**src/rtl/smb_pkg.sv**
```systemverilog
package smb_pkg;

  typedef enum logic [3:0] {
    S_IDLE,
    S_ADDR,
    S_ACK_A,
    S_REG,
    S_ACK_R,
    S_DATA,
    S_ACK_D,
    S_TX,
    S_RX_ACK,
    S_WAIT
  } ctrl_state_e;

  typedef struct packed {
    logic shiftIn;   // shift a sampled SDA bit into the receive byte
    logic loadPtr;   // take the received byte as register index
    logic writeReg;  // store the received byte at the index
    logic loadTx;    // fetch read data and drive its MSB
    logic shiftTx;   // advance read data and drive the next bit
    logic ackOn;     // pull SDA low for an acknowledge
    logic relSda;    // release SDA
  } dp_strobe_t;

endpackage

```
**src/rtl/smb_sync.sv**
```systemverilog
module smb_sync #(
  parameter int T_BUF      = 20,
  parameter int T_HIGH_MAX = 100
) (
  input  logic clk,
  input  logic rstN,
  input  logic sclIn,
  input  logic sdaIn,
  output logic sclSync,
  output logic sdaSync,
  output logic sclRise,
  output logic sclFall,
  output logic startDet,
  output logic stopDet,
  output logic busIdle
);
  localparam int CW = $clog2(T_HIGH_MAX + 1);
  localparam logic [CW-1:0] BUF_LIM  = CW'(T_BUF);
  localparam logic [CW-1:0] HIGH_LIM = CW'(T_HIGH_MAX);

  logic sclMeta, sdaMeta, sclPrev, sdaPrev;
  logic [CW-1:0] highCnt;
  logic sinceStop;

  always_ff @(posedge clk or negedge rstN) begin
    if (!rstN) begin
      sclMeta <= 1'b1;
      sdaMeta <= 1'b1;
      sclSync <= 1'b1;
      sdaSync <= 1'b1;
      sclPrev <= 1'b1;
      sdaPrev <= 1'b1;
    end else begin
      sclMeta <= sclIn;
      sdaMeta <= sdaIn;
      sclSync <= sclMeta;
      sdaSync <= sdaMeta;
      sclPrev <= sclSync;
      sdaPrev <= sdaSync;
    end
  end

  assign sclRise  = sclSync & ~sclPrev;
  assign sclFall  = ~sclSync & sclPrev;
  assign startDet = sclSync & sclPrev & sdaPrev & ~sdaSync;
  assign stopDet  = sclSync & sclPrev & ~sdaPrev & sdaSync;

  always_ff @(posedge clk or negedge rstN) begin
    if (!rstN) begin
      highCnt   <= '0;
      sinceStop <= 1'b0;
      busIdle   <= 1'b0;
    end else begin
      if (stopDet) sinceStop <= 1'b1;
      else if (startDet) sinceStop <= 1'b0;

      if (!(sclSync && sdaSync)) begin
        highCnt <= '0;
        busIdle <= 1'b0;
      end else begin
        if (highCnt != HIGH_LIM) highCnt <= highCnt + 1'b1;
        if ((sinceStop && highCnt >= BUF_LIM) || highCnt == HIGH_LIM)
          busIdle <= 1'b1;
      end
    end
  end

endmodule

```
**src/rtl/smb_ctrl.sv**
```systemverilog
module smb_ctrl
  import smb_pkg::*;
(
  input  logic        clk,
  input  logic        rstN,
  input  logic        sclRise,
  input  logic        sclFall,
  input  logic        startDet,
  input  logic        stopDet,
  input  logic        busIdle,
  input  logic        addrMatch,
  input  logic        rwBit,
  output ctrl_state_e state,
  output dp_strobe_t  strb
);
  ctrl_state_e stNext;
  logic [3:0]  bitCnt, cntNext;
  logic        rwFlag, rwNext;

  always_comb begin
    stNext  = state;
    cntNext = bitCnt;
    rwNext  = rwFlag;
    strb    = '0;
    if (startDet) begin
      stNext      = S_ADDR;
      cntNext     = '0;
      strb.relSda = 1'b1;
    end else if (stopDet) begin
      stNext      = S_IDLE;
      strb.relSda = 1'b1;
    end else if (busIdle && state != S_IDLE) begin
      stNext      = S_IDLE;
      strb.relSda = 1'b1;
    end else begin
      unique case (state)
        S_ADDR, S_REG, S_DATA: begin
          if (sclRise && bitCnt != 4'd8) begin
            strb.shiftIn = 1'b1;
            cntNext      = bitCnt + 1'b1;
          end else if (sclFall && bitCnt == 4'd8) begin
            cntNext = '0;
            if (state == S_ADDR) begin
              if (addrMatch) begin
                strb.ackOn = 1'b1;
                rwNext     = rwBit;
                stNext     = S_ACK_A;
              end else begin
                strb.relSda = 1'b1;
                stNext      = S_WAIT;
              end
            end else if (state == S_REG) begin
              strb.loadPtr = 1'b1;
              strb.ackOn   = 1'b1;
              stNext       = S_ACK_R;
            end else begin
              strb.writeReg = 1'b1;
              strb.ackOn    = 1'b1;
              stNext        = S_ACK_D;
            end
          end
        end
        S_ACK_A: if (sclFall) begin
          cntNext = '0;
          if (rwFlag) begin
            strb.loadTx = 1'b1;
            stNext      = S_TX;
          end else begin
            strb.relSda = 1'b1;
            stNext      = S_REG;
          end
        end
        S_ACK_R: if (sclFall) begin
          strb.relSda = 1'b1;
          cntNext     = '0;
          stNext      = S_DATA;
        end
        S_ACK_D: if (sclFall) begin
          strb.relSda = 1'b1;
          stNext      = S_WAIT;
        end
        S_TX: begin
          if (sclRise) begin
            cntNext = bitCnt + 1'b1;
          end else if (sclFall) begin
            if (bitCnt == 4'd8) begin
              strb.relSda = 1'b1;
              stNext      = S_RX_ACK;
            end else begin
              strb.shiftTx = 1'b1;
            end
          end
        end
        S_RX_ACK: if (sclRise) stNext = S_WAIT;
        default: ;
      endcase
    end
  end

  always_ff @(posedge clk or negedge rstN) begin
    if (!rstN) begin
      state  <= S_IDLE;
      bitCnt <= '0;
      rwFlag <= 1'b0;
    end else begin
      state  <= stNext;
      bitCnt <= cntNext;
      rwFlag <= rwNext;
    end
  end

endmodule

```
**src/rtl/smb_datapath.sv**
```systemverilog
module smb_datapath
  import smb_pkg::*;
#(
  parameter int         NUM_REGS = 4,
  parameter logic [7:0] SA_IDX   = 8'h08,
  parameter logic [6:0] DEF_ADDR = 7'h17
) (
  input  logic                  clk,
  input  logic                  rstN,
  input  logic                  sdaSync,
  input  dp_strobe_t            strb,
  output logic                  addrMatch,
  output logic                  rwBit,
  output logic                  sdaOe,
  output logic [NUM_REGS*8-1:0] regBank
);
  localparam int IDXW = (NUM_REGS > 1) ? $clog2(NUM_REGS) : 1;
  localparam logic [7:0] REG_LIM = 8'(NUM_REGS);

  logic [7:0] rxByte, ptr, txByte, rdData;
  logic [6:0] devAddr;
  logic [7:0] regs [NUM_REGS];
  logic       ptrInBank;

  assign ptrInBank = ptr < REG_LIM;
  assign addrMatch = rxByte[7:1] == devAddr;
  assign rwBit     = rxByte[0];

  always_comb begin
    if (ptrInBank)           rdData = regs[ptr[IDXW-1:0]];
    else if (ptr == SA_IDX)  rdData = {1'b0, devAddr};
    else                     rdData = 8'h00;
  end

  generate
    for (genvar g = 0; g < NUM_REGS; g++) begin : gBank
      always_ff @(posedge clk or negedge rstN) begin
        if (!rstN) regs[g] <= '0;
        else if (strb.writeReg && ptrInBank && ptr[IDXW-1:0] == IDXW'(g))
          regs[g] <= rxByte;
      end
      assign regBank[g*8 +: 8] = regs[g];
    end
  endgenerate

  always_ff @(posedge clk or negedge rstN) begin
    if (!rstN) begin
      rxByte  <= '0;
      ptr     <= '0;
      txByte  <= '0;
      devAddr <= DEF_ADDR;
      sdaOe   <= 1'b0;
    end else begin
      if (strb.shiftIn) rxByte <= {rxByte[6:0], sdaSync};
      if (strb.loadPtr) ptr <= rxByte;
      if (strb.writeReg && ptr == SA_IDX) devAddr <= rxByte[6:0];
      if (strb.loadTx) txByte <= rdData;
      else if (strb.shiftTx) txByte <= {txByte[6:0], 1'b0};

      if (strb.relSda)       sdaOe <= 1'b0;
      else if (strb.ackOn)   sdaOe <= 1'b1;
      else if (strb.loadTx)  sdaOe <= ~rdData[7];
      else if (strb.shiftTx) sdaOe <= ~txByte[6];
    end
  end

endmodule

```
**src/rtl/smb_reg_slave.sv**
```systemverilog
module smb_reg_slave
  import smb_pkg::*;
#(
  parameter int         NUM_REGS   = 4,
  parameter logic [7:0] SA_IDX     = 8'h08,
  parameter logic [6:0] DEF_ADDR   = 7'h17,
  parameter int         T_BUF      = 20,
  parameter int         T_HIGH_MAX = 100
) (
  input  logic                  clk,
  input  logic                  rstN,
  input  logic                  sclIn,
  input  logic                  sdaIn,
  output logic                  sdaOe,
  output logic                  busIdle,
  output logic [NUM_REGS*8-1:0] regBank
);
  logic sclSync, sdaSync, sclRise, sclFall, startDet, stopDet;
  logic addrMatch, rwBit;
  ctrl_state_e ctrlState;
  dp_strobe_t  strb;

  smb_sync #(.T_BUF(T_BUF), .T_HIGH_MAX(T_HIGH_MAX)) uSync (
    .clk(clk), .rstN(rstN), .sclIn(sclIn), .sdaIn(sdaIn),
    .sclSync(sclSync), .sdaSync(sdaSync), .sclRise(sclRise), .sclFall(sclFall),
    .startDet(startDet), .stopDet(stopDet), .busIdle(busIdle)
  );

  smb_ctrl uCtrl (
    .clk(clk), .rstN(rstN), .sclRise(sclRise), .sclFall(sclFall),
    .startDet(startDet), .stopDet(stopDet), .busIdle(busIdle),
    .addrMatch(addrMatch), .rwBit(rwBit), .state(ctrlState), .strb(strb)
  );

  smb_datapath #(.NUM_REGS(NUM_REGS), .SA_IDX(SA_IDX), .DEF_ADDR(DEF_ADDR)) uDp (
    .clk(clk), .rstN(rstN), .sdaSync(sdaSync), .strb(strb),
    .addrMatch(addrMatch), .rwBit(rwBit), .sdaOe(sdaOe), .regBank(regBank)
  );

endmodule

```
**config.mk**
```make
export PLATFORM = sky130hd
export DESIGN_NAME = smb_reg_slave
export DESIGN_NICKNAME = d
export VERILOG_FILES = /design/src/rtl/smb_pkg.sv /design/src/rtl/smb_sync.sv /design/src/rtl/smb_ctrl.sv /design/src/rtl/smb_datapath.sv /design/src/rtl/smb_reg_slave.sv
export SDC_FILE = /design/constraint.sdc
export NUM_CORES = 1
export LEC_CHECK = 0
export ABC_AREA = 1
export CORE_UTILIZATION = 55
export DETAILED_ROUTE_END_ITERATION = 8
export MAX_ROUTING_LAYER = met4
export PLACE_DENSITY = 0.84
export SETUP_SLACK_MARGIN = 0.2
export SYNTH_ARGS = -nofsm -noshare
export SYNTH_HDL_FRONTEND = slang
export SYNTH_SLANG_ARGS = --single-unit
```
**constraint.sdc**
```tcl
create_clock -name clk -period 3.4 [get_ports clk]
set_input_delay 0.68 -clock clk [delete_from_list [all_inputs] [get_ports clk]]
set_output_delay 0.68 -clock clk [all_outputs]
set_load 0.01 [all_outputs]
```
==> results of run 1 <==
per-layer routing:
layer / track usage / part of all wire / up-vias
li1: - / - / 1961
met1: 0.392 / 0.44 / 1926
met2: 0.458 / 0.47 / 150
met3: 0.0580 / 0.071 / 18
met4: 0.109 / 0.015 / 0
met5: - / 0 / -
area by class of cell:
class                   instances  area (um^2)  area share
clock buffers                  12          145      0.0283
multi-input cells             429         2010       0.393
clock inverters                 4         30.0     0.00586
repair buffers                 38          375      0.0733
inverters                      64          240      0.0469
flip-flops and latches         87         2190       0.428
well taps                     102          128      0.0249
cell usage after synthesis, types with 2 or more instances:
| master | n |
|---|---|
| clkbuf_1 | 3 |
| a21oi_1 | 8 |
| ha_1 | 4 |
| dfstp_2 | 10 |
| xnor2_1 | 2 |
| o21ai_2 | 7 |
| nor2_1 | 41 |
| nand3b_1 | 2 |
| nor2_2 | 7 |
| nand2_1 | 222 |
| nand4_1 | 7 |
| inv_1 | 57 |
| o21ai_0 | 54 |
| nand3_2 | 3 |
| nand2_2 | 6 |
| nand3_1 | 38 |
| dfrtp_1 | 77 |
| nor2_4 | 2 |
| o22ai_1 | 3 |
| inv_2 | 7 |
| a22oi_1 | 5 |
| o21ai_1 | 4 |
| nor3_1 | 4 |
| a31oi_1 | 2 |
path summary, 6_finish.rpt:
kind | slack (ps) | endpoint | start
setup / recovery | 1220 | uDp.ptr[7] | uCtrl.bitCnt[0]
hold / removal | 360 | uSync.sclSync | uSync.sclMeta
setup reg to reg | 1220 | uDp.ptr[7] | uCtrl.bitCnt[0]
hold reg to reg | 360 | uSync.sclSync | uSync.sclMeta
max in group asynchronous | 2200 | uDp.regBank[13] | rstN
min in group asynchronous | 510 | uDp.regBank[29] | rstN
flip-flops by register name, summed over array words and instances (netlist names):
name	flops
uDp.txByte	7
uSync.highCnt	7
uSync.sclSync	1
uSync.sclMeta	1
uDp.rxByte	8
uDp.devAddr	7
uSync.sdaMeta	1
uCtrl.bitCnt	4
uDp.ptr	8
uDp.sdaOe	1
uSync.sinceStop	1
uSync.busIdle	1
uDp.regBank	32
uCtrl.state	4
uSync.sdaSync	1
uSync.sclPrev	1
uSync.sdaPrev	1
uCtrl.rwFlag	1
power breakdown:
| part | switching, W | internal [W] | total, W |
|---|---|---|---|
| Sequential | 0.000147 | 0.00113 | 0.00127 |
| Combinational | 0.000588 | 0.000264 | 0.000852 |
| Clock | 0.000377 | 0.000289 | 0.000666 |
per-stage QoR:
step	utilization	total power, W
2_1_floorplan	-	0.00187
3_3_place_gp	0.633	0.00211
3_5_place_dp	0.633	0.00212
4_1_cts	0.656	0.00278
5_1_grt	0.656	0.00298
6_report	0.656	0.00279
worst max-delay path, stage by stage, from the launching register on:
cell and delay, ps:
dfrtp_1 440, inv_1 80, ha_1 160, nand2_1 50
nor2_1 110, nand2_2 110, inv_1 200, nand4_1 480
mux2_2 450
cell families (layout without fill, tap and decap cells):
family	Yosys count	in the layout	synth area share
flops	87	87	0.489
mux	1	1	0.00251
xor+xnor	3	3	0.00587
compound gates	84	84	0.105
simple gates	337	337	0.326
fa+ha+maj	4	4	0.0112
buf+inv	70	118	0.0615
==> results.sh, run 1 <==
export IMPL_status="completed"
export IMPL_insertion_delay_ps=360
export IMPL_wl_per_cell_um=15.4
export IMPL_pre_cts_ws_ps=1240
export IMPL_drtIter0Drc=330
export IMPL_hpwl_mm=8.21
export IMPL_rows=32
export IMPL_grt_pass1_wl_mm=19.0
export IMPL_syn_to_final_growth_pct=14.4
export IMPL_ir_drop_uv=275
export IMPL_arrival_ps=2430
export IMPL_fin_skew_ps=9.45
export IMPL_first_pass_iters=5
export IMPL_hold_viol=0
export IMPL_dieArea_um2=8510
export IMPL_fin_crit_sh=0.640
export IMPL_grt_max_degree=88
export IMPL_cts_resized=0
export IMPL_overflow=0
export IMPL_post_route_min_period_ps=2180
export IMPL_die_h_um=92.2
export IMPL_grt_use_total=0.297
export IMPL_drive_gt1_frac=0.0978
export IMPL_clk_pin_slew_ps=90
export IMPL_final_cells=736
export IMPL_synth_ff_type="dfrtp_1"
export IMPL_drv_slew=0
export IMPL_yosysTopAreaCell="dfrtp_1"
export IMPL_first_global_vias=3983
export IMPL_worst_slack_ps=1220
export IMPL_syn_area_um2=4480
export IMPL_critPathKind="flop to flop"
export IMPL_finalSetupViolations=0
export IMPL_synth_area_per_cell_um2=7.64
export IMPL_yosysSeqAreaShare=0.489
export IMPL_via_per_inst=5.51
export IMPL_port_buffers=37
export IMPL_rr_worst_depth=8
export IMPL_synth_seq_cells=87
export IMPL_hold_slack_ps=360
export IMPL_fmax_ghz=0.459
export IMPL_antenna_diode_count=0
export IMPL_synthCells=586
export IMPL_ant_nets=0
export IMPL_core_area_um2=7810
export IMPL_h_tree_depth=3
export IMPL_drv_cap=0
export IMPL_worst_path_max_fanout=15
export IMPL_cp_start_kind="flop"
export IMPL_cts_sinks=87
export IMPL_die_x_um=92.2
export IMPL_vias=4055
export IMPL_p_leak_nw=2.50
export IMPL_root_buffer="clkbuf_8"
export IMPL_cts_path_max_buffers=2
export IMPL_totalWireLength_mm=11.3
export IMPL_cp_data_required_time_ps=3650
export IMPL_ys_types=35
export IMPL_power_density_nw_per_um2=545
export IMPL_layout_common_cells="nand2_1 (222), dfrtp_1 (77), inv_1 (57)"
export IMPL_critPathCaptureType="flop"
export IMPL_synth_warnings=0
export IMPL_top_level_ports=38
export IMPL_fin_nets=637
export IMPL_cts_tree="done"
export IMPL_postCtsSetupRepairBufs=0
export IMPL_async_flop_share=1.00
export IMPL_hold_depth=0
export IMPL_gp_congestion=0.933
export IMPL_setup_tns_ps=0
export IMPL_postLayoutCellArea_um2=5120
export IMPL_synth_top_area_share=0.430
export IMPL_initial_utilization=0.574
export IMPL_synth_area_top_cells="dfrtp_1 (43%), nand2_1 (19%), o21ai_0 (6.0%)"
export IMPL_antenna_found_initial=0
export IMPL_synth_edff_count=0
export IMPL_final_common_cell="nand2_1"
export IMPL_hold_buffers=0
export IMPL_tightest_slew_ps=1080
export IMPL_rsz0062_at_grt="false"
export IMPL_dp_cells=720
export IMPL_slew_headroom=0.283
export IMPL_hold_path_class="flop to flop"
export IMPL_postSynthNetCount=594
export IMPL_drc=0
export IMPL_fill_cells=667
export IMPL_placed_area_um2=4950
export IMPL_cts_buffers=9
Power figures use the tool's default switching activity.
==> run 2: changes to the inputs <==
Settings changed: CORE_UTILIZATION 55 to 52.
Clock period 3.4 ns to 1.8 ns, I/O delays scaled along.
==> results.sh, run 2 (synthesis gave the netlist of run 1 again) <==
export IMPL_drv_cap=0
export IMPL_critPathKind="flop to flop"
export IMPL_hold_path_class="flop to flop"
export IMPL_clkPwrFrac=0.216
export IMPL_grt_use_total=0.318
export IMPL_arrival_ps=2230
export IMPL_antenna_found_initial=0
export IMPL_first_global_vias=4521
export IMPL_worst_slack_ps=-113
export IMPL_p_sw_w=0.00278
export IMPL_overflow=0
export IMPL_via_per_inst=5.98
export IMPL_h_tree_depth=3
export IMPL_drtIter0Drc=417
export IMPL_insertion_delay_ps=390
export IMPL_p_int_w=0.00369
export IMPL_drc=0
export IMPL_ant_nets=0
export IMPL_rrSetupSlack_ps=-110
export IMPL_fin_crit_sh=1.06
export IMPL_rsz0062_at_grt="true"
export IMPL_ir_drop_uv=787
export IMPL_postLayoutCellArea_um2=6210
export IMPL_post_route_min_period_ps=1910
export IMPL_power_density_nw_per_um2=1040
export IMPL_pwr_share_comb=0.418
export IMPL_drive_gt1_frac=0.343
export IMPL_fin_nets=715
export IMPL_layout_common_cells="nand2_1 (176), dfrtp_1 (71), buf_4 (54)"
export IMPL_port_buffers=37
export IMPL_totalWireLength_mm=15.5
export IMPL_tightest_slew_ps=415
export IMPL_first_pass_iters=6
export IMPL_initial_utilization=0.542
export IMPL_reg2reg_from="uSync.sdaSync"
export IMPL_hold_viol=0
export IMPL_rr_worst_depth=9
export IMPL_min_to="uSync.sdaSync"
export IMPL_min_delay_start="uSync.sdaMeta"
export IMPL_syn_to_final_growth_pct=38.8
export IMPL_grt_pass1_wl_mm=21.0
export IMPL_final_common_cell="nand2_1"
export IMPL_final_core_util=0.752
export IMPL_critPathCaptureType="flop"
export IMPL_cp_data_required_time_ps=2120
export IMPL_top_level_ports=38
export IMPL_fin_skew_ps=22.8
export IMPL_hold_depth=0
export IMPL_grt_max_degree=45
export IMPL_cts_sinks=87
export IMPL_slew_headroom=0.723
export IMPL_clk_pin_slew_ps=110
export IMPL_status="finished with violations"
export IMPL_p_leak_nw=3.15
export IMPL_rows=33
export IMPL_die_h_um=94.8
export IMPL_rr_endpoint="uDp.regBank[29]"
export IMPL_violations="negative setup slack"
export IMPL_core_area_um2=8260
export IMPL_antenna_diode_count=0
export IMPL_largest_register_ff_count=32
export IMPL_p_seq_frac=0.367
export IMPL_pre_cts_ws_ps=-81.2
export IMPL_design_power_total_w=0.00647
export IMPL_p_sw_frac=0.429
export IMPL_cp_start_kind="flop"
export IMPL_cts_tree="done"
export IMPL_wl_per_cell_um=19.0
export IMPL_die_x_um=94.8
export IMPL_worst_path_max_fanout=8
export IMPL_cts_buffers=9
export IMPL_placed_area_um2=5200
export IMPL_drv_slew=0
export IMPL_fmax_ghz=0.523
export IMPL_gp_congestion=1.01
export IMPL_finalSetupViolations=39
export IMPL_hpwl_mm=8.76
export IMPL_cts_path_max_buffers=2
export IMPL_root_buffer="clkbuf_8"
export IMPL_dieArea_um2=8990
export IMPL_vias=4888
-- run 2: worst max path at each step --
stage	start	to	slack, ps	cells past startpoint
after CTS	uCtrl.bitCnt[0]	uDp.regBank[23]	4	10
final	uSync.sdaSync	uDp.regBank[29]	-110	9
after global placement	uCtrl.bitCnt[0]	uDp.devAddr[3]	-20	10
after detailed placement	uCtrl.bitCnt[0]	uDp.devAddr[3]	-80	10
after global routing	uCtrl.state[3]	uDp.regBank[9]	-180	9
after floorplan	uCtrl.bitCnt[0]	uDp.devAddr[6]	20	10
-- run 2: cell type report --
class                           instances  area, um^2
Clock inverter                          7        72.6
Timing Repair Buffer                  112         991
Multi-Input combinational cell        433        2450
Fill cell                             528        2040
Sequential cell                        87        2200
Tap cell                              105         131
Clock buffer                            9         124
Inverter                               64         248
-- run 2: metal layers --
layer  part of all wire  wire [um]  track usage  vias up
met2               0.51       7850        0.541      360
met1               0.35       5400        0.350     2287
met3              0.084       1310       0.0531      111
met5                  0          0            -        -
li1                   -          -            -     2130
met4              0.062        955        0.186        0
-- run 2: through the flow --
stage / hold slack, ps / std cells / setup TNS [ps]
CTS: 365 / 797 / 0
floorplan: 64.4 / 586 / 0
global route: 371 / 817 / -4850
finish: 365 / 817 / -2230
global placement: 290 / 752 / -22.4
detailed placement: 293 / 752 / -808
-- run 2: what timing repair did --
action / CTS / global route
gates cloned: 2 / 3
pin swaps: 17 / 51
setup buffers: 26 / 17
hold endpoints to repair: 20 / 0
endpoints found under the setup margin: 99 / 75
hold buffers: 1 / 0
gates resized for setup: 70 / 142
-- run 2: power by group through the flow --
stage | clock (W) | sequential, W | combinational, W
final | 0.00140 | 0.00237 | 0.00270
after global routing | 0.00147 | 0.00239 | 0.00289
after CTS | 0.00137 | 0.00233 | 0.00202
after detailed placement | 0 | 0.00238 | 0.00180
after global placement | 0 | 0.00237 | 0.00174
after floorplan | 0 | 0.00234 | 0.00119
-- run 2: critical path: stages (launching register included) --
cell and delay, ps:
dfstp_2 590, inv_2 60, nand4_1 160, nand2_2 120
nor2_4 160, nand4_4 270, nor2_2 190, buf_6 160
nand2_1 70, nand2_1 60
==> run 3: changes to the inputs <==
Settings changed: CORE_UTILIZATION 52 to 55, GPL_ROUTABILITY_DRIVEN set to 0, SKIP_LAST_GASP set to 1.
Clock period 1.8 ns to 2 ns, I/O delays scaled along.
==> results.sh, run 3 (synthesis gave the netlist of run 1 again) <==
export IMPL_hold_path_class="flop to flop"
export IMPL_clk_pin_slew_ps=90
export IMPL_dieArea_um2=8510
export IMPL_first_pass_iters=6
export IMPL_cts_sinks=87
export IMPL_drc=0
export IMPL_critPathCaptureType="flop"
export IMPL_root_buffer="clkbuf_8"
export IMPL_layout_common_cells="nand2_1 (196), dfrtp_1 (72), inv_1 (52)"
export IMPL_antenna_found_initial=0
export IMPL_grt_max_degree=40
export IMPL_finalSetupViolations=0
export IMPL_grt_use_total=0.302
export IMPL_rrSetupSlack_ps=40
export IMPL_fin_nets=672
export IMPL_critPathKind="flop to flop"
export IMPL_drtIter0Drc=514
export IMPL_ir_drop_uv=647
export IMPL_design_power_total_w=0.00537
export IMPL_cpPeakStageDelay_ps=630
export IMPL_slew_headroom=0.722
export IMPL_vias=4515
export IMPL_arrival_ps=2200
export IMPL_ant_nets=0
export IMPL_cts_path_max_buffers=2
export IMPL_pre_cts_ws_ps=-90.4
export IMPL_placed_area_um2=5020
export IMPL_top_level_ports=38
export IMPL_hold_viol=0
export IMPL_post_route_min_period_ps=1960
export IMPL_die_h_um=92.2
export IMPL_insertion_delay_ps=360
export IMPL_crit_buf_inv=3
export IMPL_worst_path_max_fanout=6
export IMPL_port_buffers=37
export IMPL_p_leak_nw=2.70
export IMPL_grt_pass1_wl_mm=19.4
export IMPL_fin_crit_sh=0.981
export IMPL_path_cells="buf_6 > nand4_1 > buf_4 > buf_6 > nand2_2 > nor3_1 > nor2_1 > nand2_2 > nand2_1 > nand2_1"
export IMPL_antenna_diode_count=0
export IMPL_h_tree_depth=3
export IMPL_via_per_inst=5.86
export IMPL_hpwl_mm=8.05
export IMPL_tightest_slew_ps=416
export IMPL_final_common_cell="nand2_1"
export IMPL_drive_gt1_frac=0.218
export IMPL_totalWireLength_mm=13.0
export IMPL_postLayoutCellArea_um2=5710
export IMPL_power_density_nw_per_um2=940
export IMPL_wl_per_cell_um=16.9
export IMPL_dp_cells=728
export IMPL_crit_family="simple AND/OR/NAND/NOR gates"
export IMPL_final_cells=771
export IMPL_cts_tree="done"
export IMPL_cp_start_kind="flop"
export IMPL_crit_path_top_delay_cell="dfstp_2"
export IMPL_fill_cells=543
export IMPL_initial_utilization=0.574
export IMPL_first_global_vias=4042
export IMPL_syn_to_final_growth_pct=27.4
export IMPL_core_area_um2=7810
export IMPL_drv_cap=0
export IMPL_drv_slew=0
export IMPL_status="completed"
export IMPL_rsz0062_at_grt="true"
export IMPL_overflow=0
export IMPL_die_x_um=92.2
export IMPL_fmax_ghz=0.510
export IMPL_rows=32
export IMPL_worst_slack_ps=39.0
export IMPL_cts_buffers=9
export IMPL_setup_tns_ps=0
export IMPL_cp_data_required_time_ps=2240
export IMPL_largest_register_ff_count=32
export IMPL_fin_skew_ps=17.3
run 3: cell types whose count changed in the layout (fill, tap and decap cells not counted), sizes merged, moves of 2 or more:
cell / before / now
clkdlybuf4s50: 2 / 36
clkbuf: 9 / 11
inv: 68 / 65
buf: 75 / 33
dlygate4sd2: 34 / 0
run 3: layer usage:
layer / global-route usage / vias up / part of all wire
met4: 0.105 / 0 / 0.025
met5: - / - / 0
li1: - / 2039 / -
met2: 0.468 / 295 / 0.49
met3: 0.0564 / 47 / 0.087
met1: 0.400 / 2134 / 0.40
run 3: final timing paths:
check                         startpoint               to  depth (start not counted)
max                        uSync.sclSync   uCtrl.state[2]                         10
min                        uSync.sdaMeta    uSync.sdaSync                          0
max reg2reg                uSync.sclSync   uCtrl.state[2]                         10
min reg2reg                uSync.sdaMeta    uSync.sdaSync                          0
max in group asynchronous           rstN   uDp.devAddr[4]                          3
min in group asynchronous           rstN  uDp.regBank[22]                          2
run 3: area by class of cell:
class                   count  area [um^2]  share of cell area
inverters                  64          250              0.0439
multi-input cells         432         2280               0.400
repair buffers             70          662               0.116
clock buffers              11          131              0.0230
clock inverters             5         58.8              0.0103
flip-flops and latches     87         2200               0.385
well taps                 102          128              0.0224
run 3: timing repair:
action / 4_1_cts / 5_1_grt
hold buffers: 1 / 0
hold endpoints to repair: 24 / 0
setup buffers: 10 / 12
setup endpoints to repair: 60 / 64
pin swaps: 9 / 20
gates resized for setup: 20 / 69
gates cloned: 2 / 2
run 3: worst reg2reg max path: cells and delay by family, from the launching register on:
family / cells / cell delay [ps]
and+or+nand+nor: 7 / 790
DFF: 1 / 630
buffers and inverters: 3 / 450
run 3: stage by stage:
stage                     utilization  hold slack (ps)
after global routing            0.731              370
after CTS                       0.689              360
after detailed placement        0.643              347
after floorplan                     -              104
final                           0.731              360
after global placement          0.643              346
run 3: report_power, final:
| group | internal, W | switching, W | total (W) |
|---|---|---|---|
| registers | 0.00192 | 0.000240 | 0.00216 |
| clock network | 0.000582 | 0.000675 | 0.00126 |
| logic | 0.000629 | 0.00132 | 0.00195 |
| total | 0.00313 | 0.00223 | 0.00537 |
